<file path="src/rtl/tlf_pkg.sv">
package tlf_pkg;
    localparam int HEADS      = 4;
    localparam int LAMPS      = 3;
    localparam int CODE_W     = 2;
    localparam int DIRS       = HEADS / 2;
    localparam int LAMP_BITS  = HEADS * LAMPS;
    localparam int HCODE_BITS = HEADS * CODE_W;
    localparam int DCODE_BITS = DIRS * CODE_W;

    typedef enum logic [CODE_W-1:0] {
        HC_FAULT  = 2'b00,
        HC_RED    = 2'b01,
        HC_GREEN  = 2'b10,
        HC_YELLOW = 2'b11
    } head_code_t;

    typedef enum logic {
        MON_WATCH   = 1'b0,
        MON_LATCHED = 1'b1
    } mon_state_t;

    // Reset lamp image: heads 0,1 red, heads 2,3 green
    localparam logic [LAMP_BITS-1:0] LAMP_RESET = 12'h489;
endpackage

</file>
<file path="src/rtl/tlf_head_check.sv">
module tlf_head_check
    import tlf_pkg::*;
(
    input  logic [LAMPS-1:0]  lamp,   // {yellow, green, red}
    output logic [CODE_W-1:0] code
);
    always_comb begin
        unique case (lamp)
            3'b001:  code = HC_RED;
            3'b010:  code = HC_GREEN;
            3'b100:  code = HC_YELLOW;
            default: code = HC_FAULT;
        endcase
    end
endmodule

</file>
<file path="src/rtl/tlf_dir_merge.sv">
module tlf_dir_merge
    import tlf_pkg::*;
(
    input  logic [CODE_W-1:0] code_a,
    input  logic [CODE_W-1:0] code_b,
    output logic [CODE_W-1:0] code_dir
);
    always_comb begin
        if (code_a == code_b && code_a != HC_FAULT)
            code_dir = code_a;
        else
            code_dir = HC_FAULT;
    end
endmodule

</file>
<file path="src/rtl/tlf_cross_check.sv">
module tlf_cross_check
    import tlf_pkg::*;
(
    input  logic [CODE_W-1:0] dir_a,
    input  logic [CODE_W-1:0] dir_b,
    output logic              ok
);
    logic a_red, b_red, a_go, b_go;

    always_comb begin
        a_red = (dir_a == HC_RED);
        b_red = (dir_b == HC_RED);
        a_go  = (dir_a == HC_GREEN) || (dir_a == HC_YELLOW);
        b_go  = (dir_b == HC_GREEN) || (dir_b == HC_YELLOW);
        ok    = (a_red && b_go) || (b_red && a_go);
    end
endmodule

</file>
<file path="src/rtl/tlf_monitor.sv">
module tlf_monitor
    import tlf_pkg::*;
(
    input  logic                  clk,
    input  logic                  rst_n,
    input  logic                  clr,
    input  logic [LAMP_BITS-1:0]  lamps,
    output logic                  fault_n,
    output logic                  sticky_fault,
    output logic [HCODE_BITS-1:0] head_code,
    output logic [DCODE_BITS-1:0] dir_code
);
    logic [LAMP_BITS-1:0] lamp_q;
    mon_state_t           state_q, state_d;

    always_ff @(posedge clk or negedge rst_n) begin
        if (!rst_n) lamp_q <= LAMP_RESET;
        else        lamp_q <= lamps;
    end

    genvar h;
    generate
        for (h = 0; h < HEADS; h++) begin : g_head
            tlf_head_check u_head (
                .lamp (lamp_q[h*LAMPS +: LAMPS]),
                .code (head_code[h*CODE_W +: CODE_W])
            );
        end
        for (h = 0; h < DIRS; h++) begin : g_dir
            tlf_dir_merge u_dir (
                .code_a   (head_code[(2*h)*CODE_W   +: CODE_W]),
                .code_b   (head_code[(2*h+1)*CODE_W +: CODE_W]),
                .code_dir (dir_code[h*CODE_W +: CODE_W])
            );
        end
    endgenerate

    tlf_cross_check u_cross (
        .dir_a (dir_code[CODE_W-1:0]),
        .dir_b (dir_code[2*CODE_W-1:CODE_W]),
        .ok    (fault_n)
    );

    // Monitor state register
    always_ff @(posedge clk or negedge rst_n) begin
        if (!rst_n) state_q <= MON_WATCH;
        else        state_q <= state_d;
    end

    // Next state and outputs
    always_comb begin
        state_d = state_q;
        unique case (state_q)
            MON_WATCH:   if (clr) state_d = MON_WATCH;
                         else if (!fault_n) state_d = MON_LATCHED;
            MON_LATCHED: if (clr) state_d = MON_WATCH;
            default:     state_d = MON_WATCH;
        endcase
        sticky_fault = (state_q == MON_LATCHED);
    end

    generate
        for (h = 0; h < HEADS; h++) begin : g_head_chk
            p_one_lamp_r2: assert property (@(posedge clk) disable iff (!rst_n)
                (head_code[h*CODE_W +: CODE_W] != HC_FAULT) |->
                ($countones(lamp_q[h*LAMPS +: LAMPS]) == 1));
        end
        for (h = 0; h < DIRS; h++) begin : g_dir_chk
            p_pair_match_r3: assert property (@(posedge clk) disable iff (!rst_n)
                (dir_code[h*CODE_W +: CODE_W] != HC_FAULT) |->
                (head_code[(2*h)*CODE_W +: CODE_W] == head_code[(2*h+1)*CODE_W +: CODE_W]));
        end
    endgenerate

    p_ok_has_red_r4: assert property (@(posedge clk) disable iff (!rst_n)
        fault_n |-> ($countones({dir_code[1:0] == HC_RED, dir_code[3:2] == HC_RED}) == 1
                     && dir_code[1:0] != HC_FAULT && dir_code[3:2] != HC_FAULT));
    p_latch_r6: assert property (@(posedge clk) disable iff (!rst_n)
        (!fault_n && !clr) |=> sticky_fault);
    p_hold_r7: assert property (@(posedge clk) disable iff (!rst_n)
        (sticky_fault && !clr) |=> sticky_fault);
    p_clear_r8: assert property (@(posedge clk) disable iff (!rst_n)
        clr |=> !sticky_fault);
endmodule

</file>
<file path="config.mk">
export PLATFORM = sky130hd
export DESIGN_NAME = tlf_monitor
export DESIGN_NICKNAME = d
export VERILOG_FILES = /design/src/rtl/tlf_pkg.sv /design/src/rtl/tlf_head_check.sv /design/src/rtl/tlf_dir_merge.sv /design/src/rtl/tlf_cross_check.sv /design/src/rtl/tlf_monitor.sv
export SDC_FILE = /design/constraint.sdc
export NUM_CORES = 1
export LEC_CHECK = 0
export BUFFER_PORTS_ARGS = -buffer_cell sky130_fd_sc_hd__buf_4
export CAP_MARGIN = 20
export CORE_AREA = 2 2 39 41
export CTS_CLUSTER_DIAMETER = 30
export DETAILED_ROUTE_END_ITERATION = 16
export DIE_AREA = 0 0 41 43
export PLACE_DENSITY = 0.82
export SYNTH_ARGS = -nofsm -noshare
export SYNTH_HDL_FRONTEND = slang
export SYNTH_SLANG_ARGS = --single-unit
export TNS_END_PERCENT = 1
</file>
<file path="constraint.sdc">
create_clock -name clk -period 2.4 [get_ports clk]
set_input_delay 0.48 -clock clk [delete_from_list [all_inputs] [get_ports clk]]
set_output_delay 0.48 -clock clk [all_outputs]
set_load 0.005 [all_outputs]
</file>
==> impl_results.html, run 1 <==
<table>
<tr><th>Metric</th><th>Value</th></tr>
<tr><th colspan="2">Setup path</th></tr>
<tr><td>Worst setup startpoint</td><td>lamp_q[5]$_DFF_PN0_</td></tr>
<tr><td>Classification of the worst setup path</td><td>flop to output port</td></tr>
<tr><td>Crit path max-delay cell type</td><td>sky130_fd_sc_hd__dfrtp_1</td></tr>
<tr><td>Worst Path Arrival</td><td>1.58 ns</td></tr>
<tr><td>Highest net fanout along the worst path</td><td>5</td></tr>
<tr><td>Reg-to-reg critical path endpoint</td><td>sticky_fault$_DFF_PN0_</td></tr>
<tr><td>Worst setup EP type</td><td>output port</td></tr>
<tr><td>Required time of the worst setup path</td><td>1.92 ns</td></tr>
<tr><td>Startpoint of the worst register-to-register path</td><td>lamp_q[5]$_DFF_PN0_</td></tr>
<tr><td>Logic depth of the worst register-to-register path</td><td>4</td></tr>
<tr><td>Largest stage delay, worst path</td><td>0.43 ns</td></tr>
<tr><td>Critical Path Start Type</td><td>flop</td></tr>
<tr><td>Series of cell instances along the critical path</td><td>and4bb_1 &gt; a31oi_1 &gt; o32ai_2 &gt; buf_4</td></tr>
<tr><td>Worst setup slack for register-to-register paths</td><td>1.03 ns</td></tr>
<tr><th colspan="2">Route</th></tr>
<tr><td>Iteration-0 DRC Markers</td><td>0</td></tr>
<tr><td>Final wirelength</td><td>1080 um</td></tr>
<tr><td>Via count</td><td>471</td></tr>
<tr><td>Post-route DRC violation count</td><td>0</td></tr>
<tr><td>First-pass DRT Iterations</td><td>1</td></tr>
<tr><td>Antenna violation net count after detailed routing</td><td>0</td></tr>
<tr><td>WL per Instance</td><td>10.91 um</td></tr>
<tr><td>Vias per std cell</td><td>4.758</td></tr>
<tr><th colspan="2">STA</th></tr>
<tr><td>Actual transition at the worst max-transition pin</td><td>0.3138 ns</td></tr>
<tr><td>Final Max Slew Viols</td><td>0</td></tr>
<tr><td>Setup repair after global routing missed its margin</td><td>no</td></tr>
<tr><td>Final worst path period share</td><td>0.8581</td></tr>
<tr><td>Min Clock Period, post-route</td><td>2.059 ns</td></tr>
<tr><td>Max Clk Rate</td><td>485.6 MHz</td></tr>
<tr><td>Final clock skew</td><td>0.004953 ns</td></tr>
<tr><td>Normalized max-slew margin</td><td>0.7908</td></tr>
<tr><td>Tightest hold margin</td><td>0.04517 ns</td></tr>
<tr><td>Setup TNS</td><td>0 ns</td></tr>
<tr><td>Endpoints failing setup</td><td>0</td></tr>
<tr><td>Final hold violation count</td><td>0</td></tr>
<tr><th colspan="2">Pwr</th></tr>
<tr><td>Relative contribution of combinational cells to total power</td><td>0.165</td></tr>
<tr><td>Peak supply drop</td><td>0.0004249 V</td></tr>
<tr><td>Power per cell area</td><td>522.4 nW/um^2</td></tr>
<tr><td>Leakage power total</td><td>0.3809 nW</td></tr>
<tr><td>Design internal power</td><td>0.0003442 W</td></tr>
<tr><td>Power spent charging and discharging nets</td><td>0.00009572 W</td></tr>
<tr><td>Net switching fraction of the power</td><td>0.2176</td></tr>
<tr><td>Clk network pwr share</td><td>0.270</td></tr>
<tr><td>Relative contribution of sequential cells to total power</td><td>0.565</td></tr>
<tr><th colspan="2">Synthesis</th></tr>
<tr><td>Post-synthesis cell count</td><td>51</td></tr>
<tr><td>Distinct cell type count of the synthesized netlist</td><td>16</td></tr>
<tr><td>Dominant synthesized flop cell</td><td>sky130_fd_sc_hd__dfrtp_1</td></tr>
<tr><td>Post-synthesis register bit count</td><td>13</td></tr>
<tr><td>Synthesized area per cell</td><td>11.48 um^2</td></tr>
<tr><td>Count of flip-flops with a built-in enable after synthesis</td><td>0</td></tr>
<tr><td>Seq/Total Area, Yosys</td><td>0.5641</td></tr>
<tr><td>Post-synthesis instance area</td><td>585.6 um^2</td></tr>
<tr><td>Number of warnings issued by yosys</td><td>0</td></tr>
<tr><td>Fraction of registers with async set/reset</td><td>1.000</td></tr>
<tr><td>Net count after synthesis</td><td>66</td></tr>
<tr><th colspan="2">Die</th></tr>
<tr><td>Total core area</td><td>1384 um^2</td></tr>
<tr><td>Top-Level Pins</td><td>29</td></tr>
<tr><td>Vertical extent of the die</td><td>43 um</td></tr>
<tr><td>Horizontal extent of the die</td><td>41 um</td></tr>
<tr><td>Starting density of the core</td><td>0.4231</td></tr>
<tr><td>Die area</td><td>1763 um^2</td></tr>
<tr><td>Standard-cell row count</td><td>14</td></tr>
<tr><th colspan="2">Place</th></tr>
<tr><td>Count of buffers inserted at the top-level ports</td><td>28</td></tr>
<tr><td>RePlAce Congestion</td><td>0.7076</td></tr>
<tr><td>HPWL reported at the end of detailed placement</td><td>966.3 um</td></tr>
<tr><td>Placed cell count</td><td>95</td></tr>
<tr><th colspan="2">GRT</th></tr>
<tr><td>Largest net degree at the start of global routing</td><td>14</td></tr>
<tr><td>Global-route congestion overflow total</td><td>0</td></tr>
<tr><td>Global-route wire length before repair</td><td>1794 um</td></tr>
<tr><td>GRT Resource Usage Total</td><td>0.1501</td></tr>
<tr><td>Antenna violations before repair</td><td>0</td></tr>
<tr><td>Via count of the first global-routing pass</td><td>478</td></tr>
<tr><th colspan="2">CTS</th></tr>
<tr><td>Number of clock sinks</td><td>13</td></tr>
<tr><td>Clock buffer count from CTS</td><td>3</td></tr>
<tr><td>CTS Hold Bufs</td><td>0</td></tr>
<tr><td>Clock Pin Slew Worst Setup and Hold Paths</td><td>0.07 ns</td></tr>
<tr><td>Clock latency on the worst-skew pair</td><td>0.26 ns</td></tr>
<tr><td>Number of levels the H-tree was split into</td><td>1</td></tr>
<tr><td>Post_cts resized</td><td>0</td></tr>
<tr><td>Clock tree root buffer cell</td><td>sky130_fd_sc_hd__clkbuf_4</td></tr>
<tr><td>Number of buffers on the longest clock path</td><td>2</td></tr>
<tr><td>TritonCTS clock tree</td><td>yes</td></tr>
<tr><td>Count of buffers added by post-CTS timing repair for setup</td><td>0</td></tr>
<tr><th colspan="2">Layout</th></tr>
<tr><td>Net count reported at finish</td><td>99</td></tr>
<tr><td>Share of post-route cells with drive strength above 1</td><td>0.4819</td></tr>
<tr><td>Antenna diode count</td><td>0</td></tr>
<tr><td>Share of the core filled with cells in the final layout</td><td>0.6085</td></tr>
<tr><td>Final cell count without fillers</td><td>99</td></tr>
<tr><td>Area overhead of the layout relative to synthesis</td><td>43.80%</td></tr>
<tr><td>Number of fillers in the final layout</td><td>122</td></tr>
<tr><th colspan="2">Run status</th></tr>
<tr><td>Status</td><td>finished, final reports clean</td></tr>
<tr><th colspan="2">Run</th></tr>
<tr><td>Max-capacitance violation count</td><td>0</td></tr>
<tr><th colspan="2">Min path</th></tr>
<tr><td>Hold Path Class</td><td>primary input to async pin</td></tr>
</table>
==> how the worst max path moves through the flow <==
| stage | cells after the start | end |
|---|---|---|
| floorplan | 3 | fault_n |
| global placement | 4 | fault_n |
| detailed placement | 4 | fault_n |
| CTS | 4 | fault_n |
| global route | 4 | fault_n |
| finish | 4 | fault_n |
==> layout make-up <==
| type | count | area [um^2] | share of cell area |
|---|---|---|---|
| sequential | 13 | 330.3 | 0.3923 |
| inverter | 1 | 3.754 | 0.004458 |
| tap | 16 | 20.02 | 0.02377 |
| clock buffer | 4 | 26.28 | 0.03120 |
| multi-input combinational | 37 | 251.5 | 0.2987 |
| timing repair buffer | 28 | 210.2 | 0.2496 |
==> routing by layer <==
metal	wire, um	global-route usage	share of wire
met5	0	0	0
met4	0	0.06000	0
met3	29	0.01571	0.027
met2	647	0.2750	0.60
met1	403	0.1597	0.37
==> power groups by stage <==
stage	logic, W	clock network, W	registers, W
after floorplan	0.0000307	0	0.000249
after global placement	0.0000719	0	0.000252
after detailed placement	0.0000742	0	0.000252
after CTS	0.0000743	0.000125	0.000249
after global routing	0.0000800	0.000140	0.000251
final	0.0000726	0.000119	0.000249
==> layout by cell type (no fill, tap or decap), drive strengths merged <==
cell    Yosys  routed
a21boi      1       1
a21oi       1       1
a31oi       2       2
and3        1       1
and4bb      3       3
buf         0      28
clkbuf      0       4
dfrtp       9       9
dfstp       4       4
inv         1       1
nand2       1       1
nand3       3       3
nor2       13      13
nor3        2       2
o32ai       1       1
xnor2       9       9
==> stage by stage <==
| step | setup slack [ns] | total power (W) | cell area (um^2) |
|---|---|---|---|
| after floorplan | 0.8504 | 0.0002801 | 585.6 |
| after global placement | 0.6723 | 0.0003238 | 815.8 |
| after detailed placement | 0.6091 | 0.0003267 | 815.8 |
| after CTS | 0.3136 | 0.0004477 | 842.1 |
| after global routing | 0.2552 | 0.0004707 | 842.1 |
| final | 0.3407 | 0.0004399 | 842.1 |
==> worst max-delay path: cells and delay by family (launching register included) <==
family          cells  cell delay [ns]
flops               1             0.43
buf+inv             1             0.17
simple gates        1             0.29
compound gates      2             0.43
==> kinds of logic (layout without fill, tap and decap cells) <==
kind of cell,after synthesis,in the layout,share of synthesized area
compound gates,5,5,0.08763
buf+inv,1,33,0.006404
simple gates,23,23,0.2073
flops,13,13,0.5641
xor+xnor,9,9,0.1346
==> cells in the mapped netlist (2+ instances only) <==
cell type                  count  share of area
sky130_fd_sc_hd__xnor2_1       9           0.13
sky130_fd_sc_hd__nand3_1       3          0.026
sky130_fd_sc_hd__nor3_1        2          0.017
sky130_fd_sc_hd__and4bb_2      2          0.043
sky130_fd_sc_hd__dfstp_2       4           0.18
sky130_fd_sc_hd__nor2_1       13          0.083
sky130_fd_sc_hd__dfrtp_1       9           0.38
==> registers in the layout, indices dropped and copies added, names as in the netlist <==
register      cells
sticky_fault      1
lamp_q           12
Power figures use the tool's default switching activity.
==> inputs of run 2 (changes only) <==
--- a/config.mk
+++ b/config.mk
@@ -11,6 +11,7 @@
 export CTS_CLUSTER_DIAMETER = 30
 export DETAILED_ROUTE_END_ITERATION = 16
 export DIE_AREA = 0 0 41 43
+export HOLD_SLACK_MARGIN = 0.05
 export PLACE_DENSITY = 0.82
 export SYNTH_ARGS = -nofsm -noshare
 export SYNTH_HDL_FRONTEND = slang
==> impl_results.html, run 2 (synthesis gave the netlist of run 1 again) <==
<table>
<tr><th>Metric</th><th>Value</th></tr>
<tr><th colspan="2">STA</th></tr>
<tr><td>Setup repair after global routing missed its margin</td><td>no (unchanged)</td></tr>
<tr><td>Final hold violation count</td><td>0 (unchanged)</td></tr>
<tr><td>Post-route setup slack</td><td>0.3414 ns (was 0.3407 ns)</td></tr>
<tr><td>Min Clock Period, post-route</td><td>2.059 ns (about the same)</td></tr>
<tr><td>Actual transition at the worst max-transition pin</td><td>0.3136 ns (was 0.3138 ns)</td></tr>
<tr><td>Final clock skew</td><td>0.004682 ns (was 0.004953 ns)</td></tr>
<tr><td>Endpoints failing setup</td><td>0 (unchanged)</td></tr>
<tr><td>Setup TNS</td><td>0 ns (unchanged)</td></tr>
<tr><td>Normalized max-slew margin</td><td>0.7910 (was 0.7908)</td></tr>
<tr><td>Final Max Slew Viols</td><td>0 (unchanged)</td></tr>
<tr><td>Max Clk Rate</td><td>485.8 MHz (was 485.6 MHz)</td></tr>
<tr><td>Tightest hold margin</td><td>0.3258 ns (was 0.04517 ns)</td></tr>
<tr><td>Final worst path period share</td><td>0.8578 (was 0.8581)</td></tr>
<tr><th colspan="2">Min path</th></tr>
<tr><td>Worst hold endpoint</td><td>lamp_q[2]$_DFF_PN0_</td></tr>
<tr><td>Worst Min Path Start</td><td>lamps[2]</td></tr>
<tr><td>Hold Path Class</td><td>primary input to flop (was primary input to async pin)</td></tr>
<tr><td>Worst Hold Path Cells</td><td>1</td></tr>
<tr><th colspan="2">Route</th></tr>
<tr><td>Via count</td><td>473 (was 471)</td></tr>
<tr><td>Met3 routed WL</td><td>29 um (unchanged)</td></tr>
<tr><td>Final wirelength</td><td>1081 um (was 1080 um)</td></tr>
<tr><td>Iteration-0 DRC Markers</td><td>0 (unchanged)</td></tr>
<tr><td>Post-route DRC violation count</td><td>0 (unchanged)</td></tr>
<tr><td>Met1 Wirelength</td><td>412 um (was 403 um)</td></tr>
<tr><td>Highest signal layer in the routed design</td><td>met3 (unchanged)</td></tr>
<tr><td>First-pass DRT Iterations</td><td>1 (unchanged)</td></tr>
<tr><td>Routed met2 length</td><td>639 um (was 647 um)</td></tr>
<tr><td>Antenna violation net count after detailed routing</td><td>0 (unchanged)</td></tr>
<tr><td>WL per Instance</td><td>10.81 um (was 10.91 um)</td></tr>
<tr><td>Vias per std cell</td><td>4.730 (was 4.758)</td></tr>
<tr><th colspan="2">Setup path</th></tr>
<tr><td>Startpoint of the worst register-to-register path</td><td>lamp_q[5]$_DFF_PN0_ (unchanged)</td></tr>
<tr><td>Reg-to-reg critical path endpoint</td><td>sticky_fault$_DFF_PN0_ (unchanged)</td></tr>
<tr><td>Worst setup slack for register-to-register paths</td><td>1.03 ns (about the same)</td></tr>
<tr><td>Worst Path Arrival</td><td>1.58 ns (about the same)</td></tr>
<tr><td>Required time of the worst setup path</td><td>1.92 ns (about the same)</td></tr>
<tr><td>Highest net fanout along the worst path</td><td>5 (unchanged)</td></tr>
<tr><td>Critical Path Start Type</td><td>flop (unchanged)</td></tr>
<tr><td>Worst setup EP type</td><td>output port (unchanged)</td></tr>
<tr><td>Logic depth of the worst register-to-register path</td><td>4 (unchanged)</td></tr>
<tr><td>Classification of the worst setup path</td><td>flop to output port (unchanged)</td></tr>
<tr><td>Worst setup startpoint</td><td>lamp_q[5]$_DFF_PN0_ (unchanged)</td></tr>
<tr><th colspan="2">CTS</th></tr>
<tr><td>Number of buffers on the longest clock path</td><td>2 (unchanged)</td></tr>
<tr><td>Clock latency on the worst-skew pair</td><td>0.26 ns (about the same)</td></tr>
<tr><td>Clock tree root buffer cell</td><td>sky130_fd_sc_hd__clkbuf_4 (unchanged)</td></tr>
<tr><td>Number of levels the H-tree was split into</td><td>1 (unchanged)</td></tr>
<tr><td>TritonCTS clock tree</td><td>yes (unchanged)</td></tr>
<tr><td>Number of clock sinks</td><td>13 (unchanged)</td></tr>
<tr><td>Count of buffers added by post-CTS timing repair for setup</td><td>0 (unchanged)</td></tr>
<tr><td>Clock buffer count from CTS</td><td>3 (unchanged)</td></tr>
<tr><td>Clock Pin Slew Worst Setup and Hold Paths</td><td>0.07 ns (about the same)</td></tr>
<tr><th colspan="2">GRT</th></tr>
<tr><td>Via count of the first global-routing pass</td><td>478 (unchanged)</td></tr>
<tr><td>Global-route wire length before repair</td><td>1794 um (unchanged)</td></tr>
<tr><td>Antenna violations before repair</td><td>0 (unchanged)</td></tr>
<tr><td>Largest net degree at the start of global routing</td><td>14 (unchanged)</td></tr>
<tr><td>GRT Resource Usage Total</td><td>0.1501 (unchanged)</td></tr>
<tr><td>Global-route congestion overflow total</td><td>0 (unchanged)</td></tr>
<tr><th colspan="2">Layout</th></tr>
<tr><td>Area used by multi-input combinational logic</td><td>251.5 um^2 (unchanged)</td></tr>
<tr><td>Most common cell after layout, fill and taps aside</td><td>sky130_fd_sc_hd__buf_4 (unchanged)</td></tr>
<tr><td>Share of post-route cells with drive strength above 1</td><td>0.4762 (was 0.4819)</td></tr>
<tr><td>Antenna diode count</td><td>0 (unchanged)</td></tr>
<tr><td>Cell area after layout</td><td>852.1 um^2 (was 842.1 um^2)</td></tr>
<tr><td>Leading cell types in the layout, fill and taps excluded</td><td>28 x sky130_fd_sc_hd__buf_4, 13 x sky130_fd_sc_hd__nor2_1, 9 x sky130_fd_sc_hd__xnor2_1, 9 x sky130_fd_sc_hd__dfrtp_1, 4 x sky130_fd_sc_hd__dfstp_2 (unchanged)</td></tr>
<tr><td>Largest Register</td><td>lamp_q (unchanged)</td></tr>
<tr><td>Area overhead of the layout relative to synthesis</td><td>45.51% (was 43.80%)</td></tr>
<tr><td>Number of fillers in the final layout</td><td>121 (was 122)</td></tr>
<tr><td>Sequential Area</td><td>330.3 um^2 (unchanged)</td></tr>
<tr><td>Net count reported at finish</td><td>100 (was 99)</td></tr>
<tr><td>Max reg flops</td><td>12 (unchanged)</td></tr>
<tr><th colspan="2">Die</th></tr>
<tr><td>Vertical extent of the die</td><td>43 um (unchanged)</td></tr>
<tr><td>Standard-cell row count</td><td>14 (unchanged)</td></tr>
<tr><td>Starting density of the core</td><td>0.4231 (unchanged)</td></tr>
<tr><td>Total core area</td><td>1384 um^2 (unchanged)</td></tr>
<tr><td>Top-Level Pins</td><td>29 (unchanged)</td></tr>
<tr><td>Horizontal extent of the die</td><td>41 um (unchanged)</td></tr>
<tr><td>Die area</td><td>1763 um^2 (unchanged)</td></tr>
<tr><th colspan="2">Pwr</th></tr>
<tr><td>Leakage power total</td><td>0.3851 nW (was 0.3809 nW)</td></tr>
<tr><td>Power per cell area</td><td>517.5 nW/um^2 (was 522.4 nW/um^2)</td></tr>
<tr><td>Peak supply drop</td><td>0.0004249 V (about the same)</td></tr>
<tr><th colspan="2">Place</th></tr>
<tr><td>Standard cell area after detailed placement</td><td>815.8 um^2 (unchanged)</td></tr>
<tr><td>Count of buffers inserted at the top-level ports</td><td>28 (unchanged)</td></tr>
<tr><td>HPWL reported at the end of detailed placement</td><td>966.3 um (unchanged)</td></tr>
<tr><td>Post-placement worst setup slack</td><td>0.6091 ns (unchanged)</td></tr>
<tr><td>RePlAce Congestion</td><td>0.7076 (unchanged)</td></tr>
<tr><th colspan="2">Run status</th></tr>
<tr><td>Status</td><td>finished, final reports clean (unchanged)</td></tr>
<tr><th colspan="2">Run</th></tr>
<tr><td>Max-capacitance violation count</td><td>0 (unchanged)</td></tr>
</table>
run 2: stage by stage:
stage / utilization / cells / power (W)
3_5_place_dp: 0.5895 / 95 / 0.0003267
5_1_grt: 0.6157 / 100 / 0.0004720
4_1_cts: 0.6157 / 100 / 0.0004490
3_3_place_gp: 0.5895 / 95 / 0.0003238
2_1_floorplan: - / 51 / 0.0002801
6_report: 0.6157 / 100 / 0.0004410
run 2: worst max-delay path by stage:
| stage | end | cells past startpoint | slack [ns] |
|---|---|---|---|
| floorplan | fault_n | 3 | 0.85 |
| finish | fault_n | 4 | 0.34 |
| detailed placement | fault_n | 4 | 0.61 |
| global placement | fault_n | 4 | 0.67 |
| CTS | fault_n | 4 | 0.31 |
| global route | fault_n | 4 | 0.26 |
run 2: critical path: stages (launching register included):
cell and delay [ns]:
sky130_fd_sc_hd__dfrtp_1 0.43, sky130_fd_sc_hd__and4bb_1 0.29, sky130_fd_sc_hd__a31oi_1 0.06, sky130_fd_sc_hd__o32ai_2 0.37, sky130_fd_sc_hd__buf_4 0.17
run 2: per-layer routing:
layer,up-vias,track usage
met5,-,0
met4,0,0.06000
met3,0,0.01571
met2,11,0.2750
met1,215,0.1597
li1,247,-
run 2: repair_timing:
action / in CTS / in global routing
setup endpoints to repair: 0 / 0
hold endpoints to repair: 9 / 0
resized for setup: 0 / 0
hold buffers: 1 / 0
run 2: area by class of cell:
| cell class | count | area share |
|---|---|---|
| sequential | 13 | 0.3877 |
| multi-input combinational | 37 | 0.2952 |
| timing repair buffer | 29 | 0.2584 |
| clock buffer | 4 | 0.03084 |
| tap | 16 | 0.02349 |
| inverter | 1 | 0.004405 |
run 2: where the power goes:
| part | leakage [nW] | internal (W) | switching, W |
|---|---|---|---|
| registers | 0.147 | 0.000233 | 0.0000153 |
| clock network | 0.0150 | 0.0000640 | 0.0000545 |
| logic | 0.223 | 0.0000479 | 0.0000260 |
==> inputs of run 3 (changes only) <==
--- a/config.mk
+++ b/config.mk
@@ -8,6 +8,7 @@
 export BUFFER_PORTS_ARGS = -buffer_cell sky130_fd_sc_hd__buf_4
 export CAP_MARGIN = 20
 export CORE_AREA = 2 2 39 41
+export CTS_BUF_LIST = sky130_fd_sc_hd__clkbuf_16
 export CTS_CLUSTER_DIAMETER = 30
 export DETAILED_ROUTE_END_ITERATION = 16
 export DIE_AREA = 0 0 41 43
==> impl_results.html, run 3 (synthesis gave the netlist of run 1 again) <==
<table>
<tr><th>Metric</th><th>Value</th></tr>
<tr><th colspan="2">Run status</th></tr>
<tr><td>Status</td><td>finished, final reports clean (unchanged)</td></tr>
<tr><th colspan="2">Layout</th></tr>
<tr><td>Max reg flops</td><td>12 (unchanged)</td></tr>
<tr><td>Net count reported at finish</td><td>99 (was 100)</td></tr>
<tr><td>Final cell count without fillers</td><td>99 (was 100)</td></tr>
<tr><td>Antenna diode count</td><td>0 (unchanged)</td></tr>
<tr><td>Leading cell types in the layout, fill and taps excluded</td><td>28 x sky130_fd_sc_hd__buf_4, 13 x sky130_fd_sc_hd__nor2_1, 9 x sky130_fd_sc_hd__xnor2_1, 9 x sky130_fd_sc_hd__dfrtp_1, 4 x sky130_fd_sc_hd__dfstp_2 (unchanged)</td></tr>
<tr><td>Share of post-route cells with drive strength above 1</td><td>0.4819 (was 0.4762)</td></tr>
<tr><td>Most common cell after layout, fill and taps aside</td><td>sky130_fd_sc_hd__buf_4 (unchanged)</td></tr>
<tr><td>Largest Register</td><td>lamp_q (unchanged)</td></tr>
<tr><td>Area overhead of the layout relative to synthesis</td><td>52.78% (was 45.51%)</td></tr>
<tr><th colspan="2">GRT</th></tr>
<tr><td>GRT Resource Usage Total</td><td>0.2014 (was 0.1501)</td></tr>
<tr><td>Largest net degree at the start of global routing</td><td>14 (unchanged)</td></tr>
<tr><td>Global-route wire length before repair</td><td>2256 um (was 1794 um)</td></tr>
<tr><td>Antenna violations before repair</td><td>0 (unchanged)</td></tr>
<tr><td>Global-route congestion overflow total</td><td>0 (unchanged)</td></tr>
<tr><td>Via count of the first global-routing pass</td><td>515 (was 478)</td></tr>
<tr><th colspan="2">Route</th></tr>
<tr><td>Final wirelength</td><td>1361 um (was 1081 um)</td></tr>
<tr><td>Vias per std cell</td><td>4.970 (was 4.730)</td></tr>
<tr><td>Post-route DRC violation count</td><td>0 (unchanged)</td></tr>
<tr><td>WL per Instance</td><td>13.75 um (was 10.81 um)</td></tr>
<tr><td>Antenna violation net count after detailed routing</td><td>0 (unchanged)</td></tr>
<tr><td>Iteration-0 DRC Markers</td><td>9 (was 0)</td></tr>
<tr><td>Via count</td><td>492 (was 473)</td></tr>
<tr><td>First-pass DRT Iterations</td><td>2 (was 1)</td></tr>
<tr><th colspan="2">CTS</th></tr>
<tr><td>Clock tree root buffer cell</td><td>sky130_fd_sc_hd__clkbuf_16 (was sky130_fd_sc_hd__clkbuf_4)</td></tr>
<tr><td>Clock latency on the worst-skew pair</td><td>0.24 ns (was 0.26 ns)</td></tr>
<tr><td>Clock Pin Slew Worst Setup and Hold Paths</td><td>0.04 ns (was 0.07 ns)</td></tr>
<tr><td>Post_cts resized</td><td>0 (unchanged)</td></tr>
<tr><td>Count of buffers added by post-CTS timing repair for setup</td><td>0 (unchanged)</td></tr>
<tr><td>Number of clock sinks</td><td>13 (unchanged)</td></tr>
<tr><td>CTS Hold Bufs</td><td>0 (was 1)</td></tr>
<tr><td>Clock buffer count from CTS</td><td>3 (unchanged)</td></tr>
<tr><td>Number of levels the H-tree was split into</td><td>1 (unchanged)</td></tr>
<tr><td>Number of buffers on the longest clock path</td><td>2 (unchanged)</td></tr>
<tr><td>TritonCTS clock tree</td><td>yes (unchanged)</td></tr>
<tr><th colspan="2">STA</th></tr>
<tr><td>Endpoints failing setup</td><td>0 (unchanged)</td></tr>
<tr><td>Final worst path period share</td><td>0.8626 (was 0.8578)</td></tr>
<tr><td>Final Max Slew Viols</td><td>0 (unchanged)</td></tr>
<tr><td>Setup repair after global routing missed its margin</td><td>no (unchanged)</td></tr>
<tr><td>Final hold violation count</td><td>0 (unchanged)</td></tr>
<tr><td>Min Clock Period, post-route</td><td>2.070 ns (was 2.059 ns)</td></tr>
<tr><td>Final clock skew</td><td>0.002891 ns (was 0.004682 ns)</td></tr>
<tr><td>Tightest hold margin</td><td>0.07216 ns (was 0.3258 ns)</td></tr>
<tr><td>Actual transition at the worst max-transition pin</td><td>0.3219 ns (was 0.3136 ns)</td></tr>
<tr><td>Max Clk Rate</td><td>483.0 MHz (was 485.8 MHz)</td></tr>
<tr><td>Normalized max-slew margin</td><td>0.7854 (was 0.7910)</td></tr>
<tr><td>Setup TNS</td><td>0 ns (unchanged)</td></tr>
<tr><th colspan="2">Setup path</th></tr>
<tr><td>Worst setup EP type</td><td>output port (unchanged)</td></tr>
<tr><td>Crit path max-delay cell type</td><td>sky130_fd_sc_hd__dfrtp_1 (unchanged)</td></tr>
<tr><td>Worst Path Arrival</td><td>1.59 ns (was 1.58 ns)</td></tr>
<tr><td>Series of cell instances along the critical path</td><td>and4bb_1 &gt; a31oi_1 &gt; o32ai_2 &gt; buf_4 (unchanged)</td></tr>
<tr><td>Family with the most delay on the worst path</td><td>compound AO/OA/AOI/OAI gates (was flip-flops)</td></tr>
<tr><td>Required time of the worst setup path</td><td>1.92 ns (about the same)</td></tr>
<tr><td>Critical Path Start Type</td><td>flop (unchanged)</td></tr>
<tr><td>Worst Path Buf+Inv</td><td>1 (unchanged)</td></tr>
<tr><td>Highest net fanout along the worst path</td><td>5 (unchanged)</td></tr>
<tr><td>Classification of the worst setup path</td><td>flop to output port (unchanged)</td></tr>
<tr><td>Largest stage delay, worst path</td><td>0.42 ns (was 0.43 ns)</td></tr>
<tr><th colspan="2">Pwr</th></tr>
<tr><td>Leakage power total</td><td>0.4082 nW (was 0.3851 nW)</td></tr>
<tr><td>Power per cell area</td><td>703.0 nW/um^2 (was 517.5 nW/um^2)</td></tr>
<tr><td>Peak supply drop</td><td>0.0005732 V (was 0.0004249 V)</td></tr>
<tr><th colspan="2">Die</th></tr>
<tr><td>Starting density of the core</td><td>0.4231 (unchanged)</td></tr>
<tr><td>Vertical extent of the die</td><td>43 um (unchanged)</td></tr>
<tr><td>Top-Level Pins</td><td>29 (unchanged)</td></tr>
<tr><td>Standard-cell row count</td><td>14 (unchanged)</td></tr>
<tr><td>Die area</td><td>1763 um^2 (unchanged)</td></tr>
<tr><td>Horizontal extent of the die</td><td>41 um (unchanged)</td></tr>
<tr><td>Total core area</td><td>1384 um^2 (unchanged)</td></tr>
<tr><th colspan="2">Place</th></tr>
<tr><td>Placed cell count</td><td>95 (unchanged)</td></tr>
<tr><td>HPWL reported at the end of detailed placement</td><td>966.3 um (unchanged)</td></tr>
<tr><td>RePlAce Congestion</td><td>0.7076 (unchanged)</td></tr>
<tr><td>Count of buffers inserted at the top-level ports</td><td>28 (unchanged)</td></tr>
<tr><th colspan="2">Run</th></tr>
<tr><td>Max-capacitance violation count</td><td>0 (unchanged)</td></tr>
<tr><th colspan="2">Min path</th></tr>
<tr><td>Hold Path Class</td><td>primary input to async pin (was primary input to flop)</td></tr>
</table>
==> run 3: cell types whose count changed in the layout (fill, tap and decap cells not counted) <==
cell	delta
sky130_fd_sc_hd__clkbuf_1	-1
sky130_fd_sc_hd__clkbuf_16	+3
sky130_fd_sc_hd__clkbuf_4	-3
sky130_fd_sc_hd__dlygate4sd3_1	-1
sky130_fd_sc_hd__inv_1	+1
==> run 3: area by class of cell <==
| type | instances | area, um^2 |
|---|---|---|
| Clock buffer | 3 | 75.07 |
| Clock inverter | 1 | 3.754 |
| Tap cell | 16 | 20.02 |
| Sequential cell | 13 | 330.3 |
| Fill cell | 113 | 489.2 |
| Multi-Input combinational cell | 37 | 251.5 |
| Timing Repair Buffer | 28 | 210.2 |
| Inverter | 1 | 3.754 |
==> run 3: worst reg2reg max path, cell delays in order, from the launching register on <==
cell,delay [ns]
sky130_fd_sc_hd__dfrtp_1,0.42
sky130_fd_sc_hd__and4bb_1,0.30
sky130_fd_sc_hd__a31oi_1,0.07
sky130_fd_sc_hd__o32ai_2,0.38
sky130_fd_sc_hd__a21oi_2,0.10
==> run 3: where the power goes <==
group          switching (W)  total [W]  internal (W)
logic              0.0000271  0.0000739     0.0000469
registers          0.0000160   0.000250      0.000234
clock network      0.0000856   0.000305      0.000219
==> run 3: final timing paths <==
path	startpoint	end	slack, ns	cells after the start
min	rst_n	lamp_q[1]$_DFF_PN0_	0.07	1
max in group asynchronous	rst_n	lamp_q[10]$_DFF_PN1_	2.10	1
max	lamp_q[5]$_DFF_PN0_	fault_n	0.33	4
min in group clk	lamps[0]	lamp_q[0]$_DFF_PN1_	0.34	1
max reg2reg	lamp_q[5]$_DFF_PN0_	sticky_fault$_DFF_PN0_	0.99	4
min reg2reg	sticky_fault$_DFF_PN0_	sticky_fault$_DFF_PN0_	0.55	2
==> run 3: per-layer routing <==
metal  GRT usage  vias up  part of all wire
met5           0        -                 0
met2      0.3094       11              0.55
met4      0.1400        0             0.011
met3     0.01571        2             0.021
li1            -      239                 -
met1      0.2535      240              0.41
==> run 3: metrics by stage <==
stage	area [um^2]	util	power (W)	setup slack (ns)
final	894.6	0.6465	0.0006289	0.3298
after global routing	894.6	0.6465	0.0006624	0.2547
after CTS	894.6	0.6465	0.0006379	0.3253
after detailed placement	815.8	0.5895	0.0003267	0.6091
after global placement	815.8	0.5895	0.0003238	0.6723
after floorplan	585.6	-	0.0002801	0.8504
